[src/rtl/pio_pkg.sv]
package pio_pkg;

    typedef enum logic [1:0] {
        PH_IDLE  = 2'd0,
        PH_SETUP = 2'd1,
        PH_ACT   = 2'd2,
        PH_REC   = 2'd3
    } pio_phase_e;

    function automatic int unsigned max3(input int unsigned a, input int unsigned b,
                                         input int unsigned c);
        int unsigned m;
        m = (a > b) ? a : b;
        return (m > c) ? m : c;
    endfunction

endpackage

[src/rtl/pio_field_sel.sv]
module pio_field_sel #(
    parameter int DRIVES = 4,
    parameter int SET_W  = 2,
    parameter int ACT_W  = 4,
    parameter int REC_W  = 4,
    localparam int DRV_W = (DRIVES > 1) ? $clog2(DRIVES) : 1,
    localparam int FLD_W = ACT_W + REC_W
) (
    input  logic [DRIVES*FLD_W-1:0] tim_word,
    input  logic [DRIVES*SET_W-1:0] setup_byte,
    input  logic [DRV_W-1:0]        drive_sel,
    output logic [SET_W-1:0]        set_code,
    output logic [ACT_W-1:0]        act_code,
    output logic [REC_W-1:0]        rec_code
);

    logic [SET_W-1:0] set_arr [DRIVES];
    logic [ACT_W-1:0] act_arr [DRIVES];
    logic [REC_W-1:0] rec_arr [DRIVES];

    for (genvar g = 0; g < DRIVES; g++) begin : g_drive
        assign set_arr[g] = setup_byte[g*SET_W +: SET_W];
        assign rec_arr[g] = tim_word[g*FLD_W +: REC_W];
        assign act_arr[g] = tim_word[g*FLD_W+REC_W +: ACT_W];
    end

    assign set_code = set_arr[drive_sel];
    assign act_code = act_arr[drive_sel];
    assign rec_code = rec_arr[drive_sel];

endmodule

[src/rtl/pio_wait_limit.sv]
module pio_wait_limit #(
    parameter int LIM_W     = 2,
    parameter int WAIT_STEP = 64,
    localparam int WCNT_W   = $clog2(WAIT_STEP*((1 << LIM_W) - 1) + 1)
) (
    input  logic [LIM_W-1:0]  lim_code,
    output logic              lim_en,
    output logic [WCNT_W-1:0] lim_val
);

    assign lim_en  = (lim_code != '0);
    assign lim_val = WCNT_W'(WAIT_STEP) * WCNT_W'(lim_code);

endmodule

[src/rtl/pio_phase_seq.sv]
module pio_phase_seq
    import pio_pkg::*;
#(
    parameter int SET_W  = 2,
    parameter int ACT_W  = 4,
    parameter int REC_W  = 4,
    parameter int WCNT_W = 8,
    parameter int DATA_W = 16,
    localparam int CNT_W = max3(SET_W, ACT_W, REC_W)
) (
    input  logic              clk,
    input  logic              rst_n,
    input  logic              start,
    input  logic              start_wr,
    input  logic [SET_W-1:0]  set_code,
    input  logic [ACT_W-1:0]  act_code,
    input  logic [REC_W-1:0]  rec_code,
    input  logic              lim_en,
    input  logic [WCNT_W-1:0] lim_val,
    input  logic              dev_ready,
    input  logic [DATA_W-1:0] rd_data_in,
    output logic              idle,
    output logic              addr_valid,
    output logic              rd_strobe,
    output logic              wr_strobe,
    output logic              done,
    output logic              err,
    output logic [DATA_W-1:0] rd_data_out
);

    typedef struct packed {
        pio_phase_e        phase;
        logic [CNT_W-1:0]  cnt;
        logic [WCNT_W-1:0] wcnt;
        logic              wr;
        logic              err;
        logic [ACT_W-1:0]  act;
        logic [REC_W-1:0]  rec;
        logic              lim_en;
        logic [WCNT_W-1:0] lim;
        logic [DATA_W-1:0] rdata;
    } seq_st_t;

    seq_st_t st_d, st_q;
    logic    cnt_zero_q;

    assign cnt_zero_q = (st_q.cnt == '0);

    always_comb begin
        st_d = st_q;
        unique case (st_q.phase)
            PH_IDLE: begin
                if (start) begin
                    st_d.phase  = PH_SETUP;
                    st_d.cnt    = CNT_W'(set_code);
                    st_d.wcnt   = '0;
                    st_d.wr     = start_wr;
                    st_d.err    = 1'b0;
                    st_d.act    = act_code;
                    st_d.rec    = rec_code;
                    st_d.lim_en = lim_en;
                    st_d.lim    = lim_val;
                end
            end
            PH_SETUP: begin
                if (cnt_zero_q) begin
                    st_d.phase = PH_ACT;
                    st_d.cnt   = CNT_W'(st_q.act);
                end else begin
                    st_d.cnt = st_q.cnt - CNT_W'(1);
                end
            end
            PH_ACT: begin
                if (!cnt_zero_q) begin
                    st_d.cnt = st_q.cnt - CNT_W'(1);
                end else if (dev_ready || (st_q.lim_en && st_q.wcnt == st_q.lim)) begin
                    st_d.phase = PH_REC;
                    st_d.cnt   = CNT_W'(st_q.rec);
                    st_d.err   = !dev_ready;
                    if (!st_q.wr) begin
                        st_d.rdata = rd_data_in;
                    end
                end else begin
                    st_d.wcnt = st_q.wcnt + WCNT_W'(1);
                end
            end
            PH_REC: begin
                if (cnt_zero_q) begin
                    st_d.phase = PH_IDLE;
                end else begin
                    st_d.cnt = st_q.cnt - CNT_W'(1);
                end
            end
            default: st_d.phase = PH_IDLE;
        endcase
    end

    always_ff @(posedge clk or negedge rst_n) begin
        if (!rst_n) begin
            st_q <= '0;
        end else begin
            st_q <= st_d;
        end
    end

    assign idle        = (st_q.phase == PH_IDLE);
    assign addr_valid  = (st_q.phase == PH_SETUP) || (st_q.phase == PH_ACT);
    assign rd_strobe   = (st_q.phase == PH_ACT) && !st_q.wr;
    assign wr_strobe   = (st_q.phase == PH_ACT) && st_q.wr;
    assign done        = (st_q.phase == PH_REC) && cnt_zero_q;
    assign err         = st_q.err;
    assign rd_data_out = st_q.rdata;

endmodule

[src/rtl/pio_strobe_gen.sv]
module pio_strobe_gen
    import pio_pkg::*;
#(
    parameter int DRIVES    = 4,
    parameter int SET_W     = 2,
    parameter int ACT_W     = 4,
    parameter int REC_W     = 4,
    parameter int LIM_W     = 2,
    parameter int WAIT_STEP = 64,
    parameter int DATA_W    = 16,
    localparam int DRV_W    = (DRIVES > 1) ? $clog2(DRIVES) : 1,
    localparam int TIM_W    = DRIVES * (ACT_W + REC_W),
    localparam int SETB_W   = DRIVES * SET_W,
    localparam int WCNT_W   = $clog2(WAIT_STEP*((1 << LIM_W) - 1) + 1)
) (
    input  logic              clk,
    input  logic              rst_n,
    input  logic [TIM_W-1:0]  tim_word,
    input  logic [SETB_W-1:0] setup_byte,
    input  logic [LIM_W-1:0]  wait_lim,
    input  logic              req_valid,
    input  logic [DRV_W-1:0]  req_drive,
    input  logic              req_write,
    output logic              req_ready,
    input  logic              dev_ready,
    input  logic [DATA_W-1:0] rd_data_in,
    output logic [DATA_W-1:0] rd_data_out,
    output logic              addr_valid,
    output logic              rd_strobe,
    output logic              wr_strobe,
    output logic              done,
    output logic              err
);

    logic [SET_W-1:0]  sel_set;
    logic [ACT_W-1:0]  sel_act;
    logic [REC_W-1:0]  sel_rec;
    logic              lim_en;
    logic [WCNT_W-1:0] lim_val;
    logic              idle;

    pio_field_sel #(
        .DRIVES(DRIVES), .SET_W(SET_W), .ACT_W(ACT_W), .REC_W(REC_W)
    ) u_sel (
        .tim_word   (tim_word),
        .setup_byte (setup_byte),
        .drive_sel  (req_drive),
        .set_code   (sel_set),
        .act_code   (sel_act),
        .rec_code   (sel_rec)
    );

    pio_wait_limit #(
        .LIM_W(LIM_W), .WAIT_STEP(WAIT_STEP)
    ) u_lim (
        .lim_code (wait_lim),
        .lim_en   (lim_en),
        .lim_val  (lim_val)
    );

    pio_phase_seq #(
        .SET_W(SET_W), .ACT_W(ACT_W), .REC_W(REC_W),
        .WCNT_W(WCNT_W), .DATA_W(DATA_W)
    ) u_seq (
        .clk         (clk),
        .rst_n       (rst_n),
        .start       (req_valid),
        .start_wr    (req_write),
        .set_code    (sel_set),
        .act_code    (sel_act),
        .rec_code    (sel_rec),
        .lim_en      (lim_en),
        .lim_val     (lim_val),
        .dev_ready   (dev_ready),
        .rd_data_in  (rd_data_in),
        .idle        (idle),
        .addr_valid  (addr_valid),
        .rd_strobe   (rd_strobe),
        .wr_strobe   (wr_strobe),
        .done        (done),
        .err         (err),
        .rd_data_out (rd_data_out)
    );

    assign req_ready = idle;

endmodule

[config.mk]
export PLATFORM = sky130hd
export DESIGN_NAME = pio_strobe_gen
export DESIGN_NICKNAME = d
export VERILOG_FILES = /design/src/rtl/pio_pkg.sv /design/src/rtl/pio_field_sel.sv /design/src/rtl/pio_wait_limit.sv /design/src/rtl/pio_phase_seq.sv /design/src/rtl/pio_strobe_gen.sv
export SDC_FILE = /design/constraint.sdc
export NUM_CORES = 1
export LEC_CHECK = 0
export ABC_CLOCK_PERIOD_IN_PS = 3000
export BUFFER_PORTS_ARGS = -buffer_cell sky130_fd_sc_hd__buf_2
export CAP_MARGIN = 20
export CORE_UTILIZATION = 50
export DETAILED_ROUTE_END_ITERATION = 6
export PLACE_DENSITY = 0.8
export SLEW_MARGIN = 20
export SYNTH_ARGS = -nofsm -noshare
export SYNTH_HDL_FRONTEND = slang
export SYNTH_SLANG_ARGS = --single-unit
[constraint.sdc]
create_clock -name clk -period 3 [get_ports clk]
set_clock_uncertainty 0.15 [all_clocks]
set_input_delay 0.15 -clock clk [delete_from_list [all_inputs] [get_ports clk]]
set_output_delay 0.15 -clock clk [all_outputs]
set_load 0.01 [all_outputs]
# --- Word-level counts from Yosys, hierarchy flattened ---
# Index checks and enable logic that the tools add are counted.
totals:
  regBits: 43
  inputBits: 65
  word_cells: 69
classes:
  n_addsub: 2
  magnitude_cmp: 1
  n_eq_ne: 12
  n_mux: 24
  n_bitwise: 2
  reduce_logical: 18
ops:
  columns: ["cell", "count"]
  rows:
  - ["33-bit two-way mux", 1]
  - ["4-bit two-way mux", 7]
  - ["6-bit case mux with 4 select lines", 1]
  - ["4-bit binary-select mux with 2-bit select", 2]
  - ["8-bit two-way mux", 2]
  - ["8-bit case mux with 2 select lines", 1]
  - ["4-bit AND reduction", 3]
  - ["2-bit two-way mux", 5]
  - ["8-bit by 1-bit adder with 8-bit output, second input constant", 1]
  - ["8-bit == test", 1]
  - ["2-bit by 1-bit != test with 1-bit output, second input constant", 4]
  - ["6-bit two-way mux", 1]
  - ["2-bit != test, second input constant", 3]
  - ["5-bit AND reduction", 1]
  - ["2-bit binary-select mux with 2-bit select", 1]
  - ["2-bit == test, second input constant", 2]
  - ["1-bit logical AND", 4]
  - ["4-bit zero test", 1]
  - ["2-bit nonzero test", 2]
  - ["4-bit by 1-bit subtractor with 4-bit output, second input constant", 1]
  - ["3-bit >= comparator, second input constant", 1]
  - ["3-bit != test, second input constant", 1]
  - ["2-bit NOT with 3-bit output", 1]
  - ["3-bit AND reduction", 1]
  - ["other kinds (8)", 11]

# --- Longest topological paths before layout ---
# Gate-level depths: netlist of run 1.
depth:
  depth_word: 6
  ltp_mapped: 8
  mapped_depth_nobuf: 7

# --- Modules after synthesis ---
# Synthesis of run 1 repeated with hierarchy kept, for this count alone.
unflattened:
  cells_unflattened: 246
  hier_area_um2: 2924.1
modules_own_cells:
  columns: ["module", "instances", "cells_each", "area_per_inst_um2"]
  rows:
  - ["pio_phase_seq", 1, 224, 2612.5]
  - ["pio_field_sel", 1, 12, 241.5]
  - ["pio_wait_limit", 1, 10, 70.1]

# --- Worst setup path after synthesis of run 1 ---
# Ideal clock, no wire load.
synth_timing:
  path_kind: "reg2reg"
  startpoint: "reg u_seq.st_q[39] (netlist bit)"
  endpoint: "reg u_seq.st_q, in the netlist u_seq.rd_data_out[0]"
  t_arrival_ns: 2.112
  required_time_ns: 2.725
  slack_ns: 0.613
  stages_incl_launch_ff: 7
  n_path_buf: 2
  cell_sequence: "dfrtp_1 > or4b_4 > o41ai_2 > and3_1 > buf_6 > buf_12 > mux2_4"
synth_between:
  elab_chain_len: 4
synth_lines:
  columns: ["item", "line", "text"]
  rows:
  - ["start, declared", "pio_phase_seq.sv:44", "seq_st_t st_d, st_q;"]
  - ["start signal, assigned", "pio_phase_seq.sv:102", "st_q <= st_d;"]
  - ["8-bit == test", "pio_phase_seq.sv:76", "end else if (dev_ready || (st_q.lim_en && st_q.wcnt == st_q.lim)) begin"]
  - ["1-bit logical AND", "pio_phase_seq.sv:76", null]
  - ["1-bit logical OR", "pio_phase_seq.sv:76", null]
  - ["4-bit AND reduction (no line)", null, null]
# Every way passes these cells.
# A chain may end at the register's enable or synchronous reset.

# --- Final worst setup path of run 1 ---
layout_timing:
  startpoint: "reg u_seq.st_q[39] (netlist bit)"
  endpoint: "reg u_seq.st_q, in the netlist u_seq.rd_data_out[4]"
# Same word-level chain as after synthesis.

==> results of run 1 <==
-- cells by family (layout without fill, tap and decap cells) --
family / after synthesis / after routing / share of synthesized area (%)
AOI/OAI and AO/OA: 34 / 34 / 9.47
xor gates and xnor gates: 3 / 3 / 1.03
adders and majority gates: 8 / 8 / 3.93
buffers and inverters: 34 / 126 / 8.34
DFF: 43 / 43 / 42.2
muxes: 43 / 43 / 24.6
and+or+nand+nor: 50 / 50 / 10.4
-- synth_stat cells, drive strengths merged --
| cell | n |
|---|---|
| dfrtp | 43 |
| nand2 | 17 |
| nor4 | 3 |
| a21boi | 2 |
| nor2 | 4 |
| mux2 | 28 |
| nand3 | 6 |
| a22o | 2 |
| mux4 | 10 |
| a22oi | 3 |
| or3b | 1 |
| and3 | 1 |
| a21oi | 4 |
| a21o | 3 |
| ha | 8 |
| o32a | 1 |
| o31ai | 2 |
| mux2i | 5 |
| buf | 20 |
| or2 | 2 |
| o22ai | 3 |
| xor2 | 2 |
| nor2b | 3 |
| or4b | 1 |
| clkbuf | 5 |
| nor3b | 5 |
| xnor2 | 1 |
| o41a | 1 |
| o22a | 1 |
| nand2b | 2 |
| o41ai | 1 |
| inv | 9 |
| o21ai | 9 |
| and2 | 2 |
| nor3 | 3 |
| o21a | 2 |
-- power groups by stage --
| stage | Clock (mW) | Combinational [mW] | Sequential (mW) |
|---|---|---|---|
| after floorplan | 0 | 1.08 | 0.966 |
| after global placement | 0 | 1.25 | 0.990 |
| after detailed placement | 0 | 1.29 | 1.01 |
| after CTS | 0.377 | 1.32 | 0.999 |
| after global routing | 0.400 | 1.46 | 1.04 |
| final | 0.365 | 1.32 | 1.00 |
-- worst reg2reg max path, delay by kind of cell (launching register included) --
family	cells	cell delay, ns
buffers and inverters	1	0.27
DFF	1	0.44
AOI/OAI and AO/OA	1	0.41
and+or+nand+nor	2	0.78
muxes	1	0.38
-- cell type report --
cell class / count / area, um2 / share of cell area [%]
multi-input cells: 138 / 1260 / 39.3
flip-flops and latches: 43 / 1080 / 33.6
repair buffers: 110 / 663 / 20.7
well taps: 67 / 83.8 / 2.62
clock buffers: 6 / 82.6 / 2.58
inverters: 9 / 33.8 / 1.05
clock inverters: 1 / 5.00 / 0.156
-- stage by stage --
step | setup slack, ns | utilization (%) | cell area (um2) | total power, mW | std cells
after detailed placement | 0.453 | 60.4 | 2910 | 2.30 | 346
after CTS | 0.450 | 66.5 | 3210 | 2.70 | 374
after floorplan | 0.613 | - | 2550 | 2.05 | 215
after global routing | 0.205 | 66.5 | 3210 | 2.90 | 374
after global placement | 0.495 | 60.4 | 2910 | 2.24 | 346
final | 0.454 | 66.5 | 3210 | 2.69 | 374
-- sequential cells by signal, summed over array words and instances, names as in the netlist --
name	cells
u_seq.rd_data_out	16
u_seq.st_q	26
u_seq.err	1
-- what timing repair did --
action,in CTS,in global routing
endpoints found under the hold margin,64,0
hold buffers,21,0
setup buffers,0,0
-- how the worst min path moves through the flow --
stage,from,slack (ns),cells past startpoint,endpoint
global route,dev_ready,0.02,4,u_seq.err
detailed placement,rst_n,0.19,1,u_seq.rd_data_out[4]
CTS,dev_ready,0.02,4,u_seq.err
finish,dev_ready,0.03,4,u_seq.err
floorplan,rst_n,-0.30,0,u_seq.err
global placement,rst_n,0.19,1,u_seq.rd_data_out[2]
-- per-layer routing --
metal / up-vias / track usage (%) / routed length [um]
li1: 943 / - / -
met1: 914 / 23.9 / 2230
met2: 100 / 37.7 / 2720
met3: 8 / 7.00 / 371
met4: 0 / 7.69 / 92
met5: - / 0 / 0
==> flow_metrics.env, run 1 <==
export IMPL_detail_route_antenna_nets=0
export IMPL_pin_count=87
export IMPL_fmax_mhz=393
export IMPL_r2r_cells=5
export IMPL_initial_core_util_pct=52.9
export IMPL_syn_instance_count=215
export IMPL_ys_types=43
export IMPL_powerDensity_nw_per_um2=838
export IMPL_fp_dieArea_um2=5390
export IMPL_arrival_ns=2.58
export IMPL_path_depth=5
export IMPL_vias=1965
export IMPL_grt_max_degree=44
export IMPL_final_cell_mix="buf_2, dfrtp_1, dlygate4sd3_1"
export IMPL_fin_crit_sh_pct=84.9
export IMPL_antenna_found_initial=0
export IMPL_rows=25
export IMPL_cts_buffers=5
export IMPL_worst_pin_slew_ns=0.944
export IMPL_syn_area_per_cell_um2=11.9
export IMPL_switchingPower_mw=1.00
export IMPL_root_buffer="clkbuf_8"
export IMPL_mappedNetlistArea_um2=2550
export IMPL_rrSetupSlack_ns=0.45
export IMPL_setup_worst_path_start="u_seq.st_q[39]"
export IMPL_die_x_um=73.4
export IMPL_ys_seq_elements=43
export IMPL_cts_tree="yes"
export IMPL_setup_viol=0
export IMPL_gr_total_overflow=0
export IMPL_crit_type="reg2reg"
export IMPL_gp_congestion=0.861
export IMPL_post_route_drc_count=0
export IMPL_grt_usage_pct=21.3
export IMPL_synth_top_area_share_pct=42.2
export IMPL_final_fill_count=373
export IMPL_status="complete, no violations"
export IMPL_cts_resized=0
export IMPL_combPwrFrac_pct=49.1
export IMPL_power_leakage_nw=1.57
export IMPL_slew_violations=0
export IMPL_rsz0062_at_grt="false"
export IMPL_coreArea_um2=4820
export IMPL_seqPwrFrac_pct=37.4
export IMPL_hp_class="in2reg"
export IMPL_synth_seq_area_share_pct=42.2
export IMPL_cp_top_family="simple AND/OR/NAND/NOR gates"
export IMPL_area_delta_synth_final_pct=25.7
export IMPL_cp_start_kind="flip-flop"
export IMPL_crit_chain="or4b_4 > o41ai_2 > and3_1 > buf_4 > mux2_2"
export IMPL_clock_latency_ns=0.29
export IMPL_die_y_um=73.4
export IMPL_first_global_vias=1958
export IMPL_cp_end_kind="flip-flop"
export IMPL_nets=380
export IMPL_via_per_inst=5.25
export IMPL_setup_tns_ns=0
export IMPL_clockPowerShare_pct=13.6
export IMPL_drt_iter0_drc=65
export IMPL_crit_fanout=16
export IMPL_cp_slowest_cell="or4b_4"
export IMPL_cts_clk_slew_worst_paths_ns=0.08
export IMPL_layout_commonest_cell="buf_2"
export IMPL_port_buffers=86
export IMPL_synth_warnings=0
export IMPL_r2r_end="u_seq.rd_data_out[4]"
export IMPL_grt_pass1_wl_mm=8.59
export IMPL_finalHoldViolCount=0
export IMPL_post_drt_wl_per_cell_um=14.5
export IMPL_first_pass_iters=4
export IMPL_layout_drive_gt1_share_pct=45.3
export IMPL_swShare_pct=37.2
export IMPL_yosys_area_top_type="dfrtp_1"
export IMPL_slew_headroom_pct=37.1
export IMPL_period_needed_ns=2.55
export IMPL_clkSinkCount=43
export IMPL_ctsHtreeMaxLevel=2
export IMPL_hold_slack_ns=0.0286
export IMPL_endpoint="u_seq.rd_data_out[4]"
export IMPL_clockBufferDepth=2
export IMPL_vdd_drop_max_uv=348
export IMPL_n_antenna_cell=0
export IMPL_drt_wl_total_mm=5.42
export IMPL_crit_required_ns=3.03
export IMPL_timing_rr_start="u_seq.st_q[39]"
export IMPL_path_buf_inv=1
export IMPL_max_cap_violations=0
export IMPL_synth_net_count=288
export IMPL_yosys_top_cells_area="dfrtp_1, mux4_2, mux2_2"
export IMPL_p_int_mw=1.69
export IMPL_hpwl_mm=3.86
export IMPL_slowest_delay_ns=0.57
Note: power is estimated with default switching activity, not from simulation.
==> run 2: changes to the inputs <==
- ABC_CLOCK_PERIOD_IN_PS: 3000 -> 2400
- clock period: 3 -> 2.4 ns (I/O delays scaled with it)
==> flow_metrics.env, run 2 (same netlist as run 1, synthesis figures left out) <==
export IMPL_largest_reg_flops=26
export IMPL_power_leakage_nw=1.61
export IMPL_first_global_vias=1954
export IMPL_hp_class="in2reg"
export IMPL_cp_top_family="compound AO/OA/AOI/OAI gates"
export IMPL_pin_count=87
export IMPL_top_register="u_seq.st_q"
export IMPL_antenna_found_initial=0
export IMPL_period_needed_ns=2.30
export IMPL_grt_max_degree=44
export IMPL_setup_viol=0
export IMPL_final_cells=384
export IMPL_placedCellCount=355
export IMPL_n_antenna_cell=0
export IMPL_gp_congestion=0.881
export IMPL_area_delta_synth_final_pct=29.7
export IMPL_path_buf_inv=0
export IMPL_setup_tns_ns=0
export IMPL_fp_dieArea_um2=5390
export IMPL_cp_start_kind="flip-flop"
export IMPL_cp_end_kind="flip-flop"
export IMPL_die_x_um=73.4
export IMPL_clkSinkCount=43
export IMPL_slew_headroom_pct=36.8
export IMPL_rsz0062_at_grt="false"
export IMPL_grt_usage_pct=21.1
export IMPL_powerDensity_nw_per_um2=1060
export IMPL_cts_clk_slew_worst_paths_ns=0.08
export IMPL_grt_pass1_wl_mm=8.49
export IMPL_worst_pin_slew_ns=0.947
export IMPL_post_drt_wl_per_cell_um=14.2
export IMPL_slew_violations=0
export IMPL_hpwl_mm=3.93
export IMPL_layout_commonest_cell="buf_2"
export IMPL_clockBufferDepth=2
export IMPL_drt_wl_total_mm=5.47
export IMPL_max_cap_violations=0
export IMPL_port_buffers=86
export IMPL_nets=389
export IMPL_drt_iter0_drc=62
export IMPL_via_per_inst=5.17
export IMPL_cp_slowest_cell="or4b_4"
export IMPL_fin_crit_sh_pct=95.8
export IMPL_status="complete, no violations"
export IMPL_timing_critical_path_mode_cell="o31ai_1"
export IMPL_crit_type="reg2reg"
export IMPL_first_pass_iters=4
export IMPL_rows=25
export IMPL_finalHoldViolCount=0
export IMPL_fmax_mhz=435
export IMPL_slowest_delay_ns=0.57
export IMPL_initial_core_util_pct=52.9
export IMPL_gr_total_overflow=0
export IMPL_cts_tree="yes"
export IMPL_post_route_drc_count=0
export IMPL_detail_route_antenna_nets=0
export IMPL_ctsHtreeMaxLevel=2
export IMPL_cts_buffers=5
export IMPL_final_cell_mix="buf_2, dfrtp_1, dlygate4sd3_1"
export IMPL_die_y_um=73.4
export IMPL_clock_latency_ns=0.28
export IMPL_crit_chain="or4b_4 > o41a_1 > o21a_1 > o31ai_1 > o31ai_1"
export IMPL_layout_drive_gt1_share_pct=47.9
export IMPL_crit_required_ns=2.41
export IMPL_arrival_ns=2.31
export IMPL_vdd_drop_max_uv=436
export IMPL_crit_fanout=4
export IMPL_coreArea_um2=4820
export IMPL_root_buffer="clkbuf_8"
export IMPL_vias=1987
-- run 2: path summary, 6_finish.rpt --
| path | slack, ns | cells after the start | from | endpoint |
|---|---|---|---|---|
| worst max-delay path | 0.10 | 5 | u_seq.st_q[39] | u_seq.st_q[45] |
| worst min-delay path | 0.02 | 4 | dev_ready | u_seq.err |
| worst max register to register | 0.10 | 5 | u_seq.st_q[39] | u_seq.st_q[45] |
| worst min register to register | 0.35 | 2 | u_seq.st_q[24] | u_seq.st_q[24] |
| max in group asynchronous | 1.14 | 2 | rst_n | u_seq.st_q[47] |
| min in group asynchronous | 0.38 | 2 | rst_n | u_seq.st_q[42] |
-- run 2: routing by layer --
metal	track usage [%]	part of all wire (%)	wire length (um)	vias up
li1	-	-	-	962
met1	23.1	42	2280	926
met2	40.7	51	2800	93
met3	4.94	6.1	334	6
met4	5.34	1.1	59	0
met5	0	0	0	-
-- run 2: worst reg2reg max path, delay by kind of cell, from the launching register on --
kind,cells,cell delay (ns)
simple gates,1,0.57
compound gates,4,1.07
flops,1,0.38
-- run 2: power by group --
part | internal [mW] | total (mW) | switching (mW)
combinational | 0.960 | 1.83 | 0.875
clock | 0.204 | 0.429 | 0.225
sequential | 1.04 | 1.24 | 0.199
total | 2.20 | 3.50 | 1.30
-- run 2: metrics by stage --
stage | area, um2 | hold slack, ns | setup slack, ns | utilization, % | power (mW)
finish | 3310 | 0.0246 | 0.100 | 68.7 | 3.50
global route | 3310 | 0.0308 | 0.00167 | 68.7 | 3.76
CTS | 3280 | 0.00153 | 0.0403 | 68.1 | 3.47
detailed placement | 2990 | 0.166 | 0.0612 | 62.0 | 3.01
global placement | 2990 | 0.164 | 0.0981 | 62.0 | 2.92
floorplan | 2550 | -0.326 | 0.0131 | - | 2.56
-- run 2: cell type report --
class / instances / area [um2]
clock buffers: 7 / 76.3
clock inverters: 1 / 5.00
repair buffers: 119 / 743
flip-flops and latches: 43 / 1080
multi-input cells: 138 / 1290
inverters: 9 / 33.8
fillers: 362 / 1510
well taps: 67 / 83.8
-- run 2: timing repair --
item                                    in CTS  in global routing
gates resized for setup                      0                  6
endpoints found under the hold margin       64                  0
hold buffers                                21                  0
setup buffers                                0                  0
endpoints found under the setup margin       0                 11
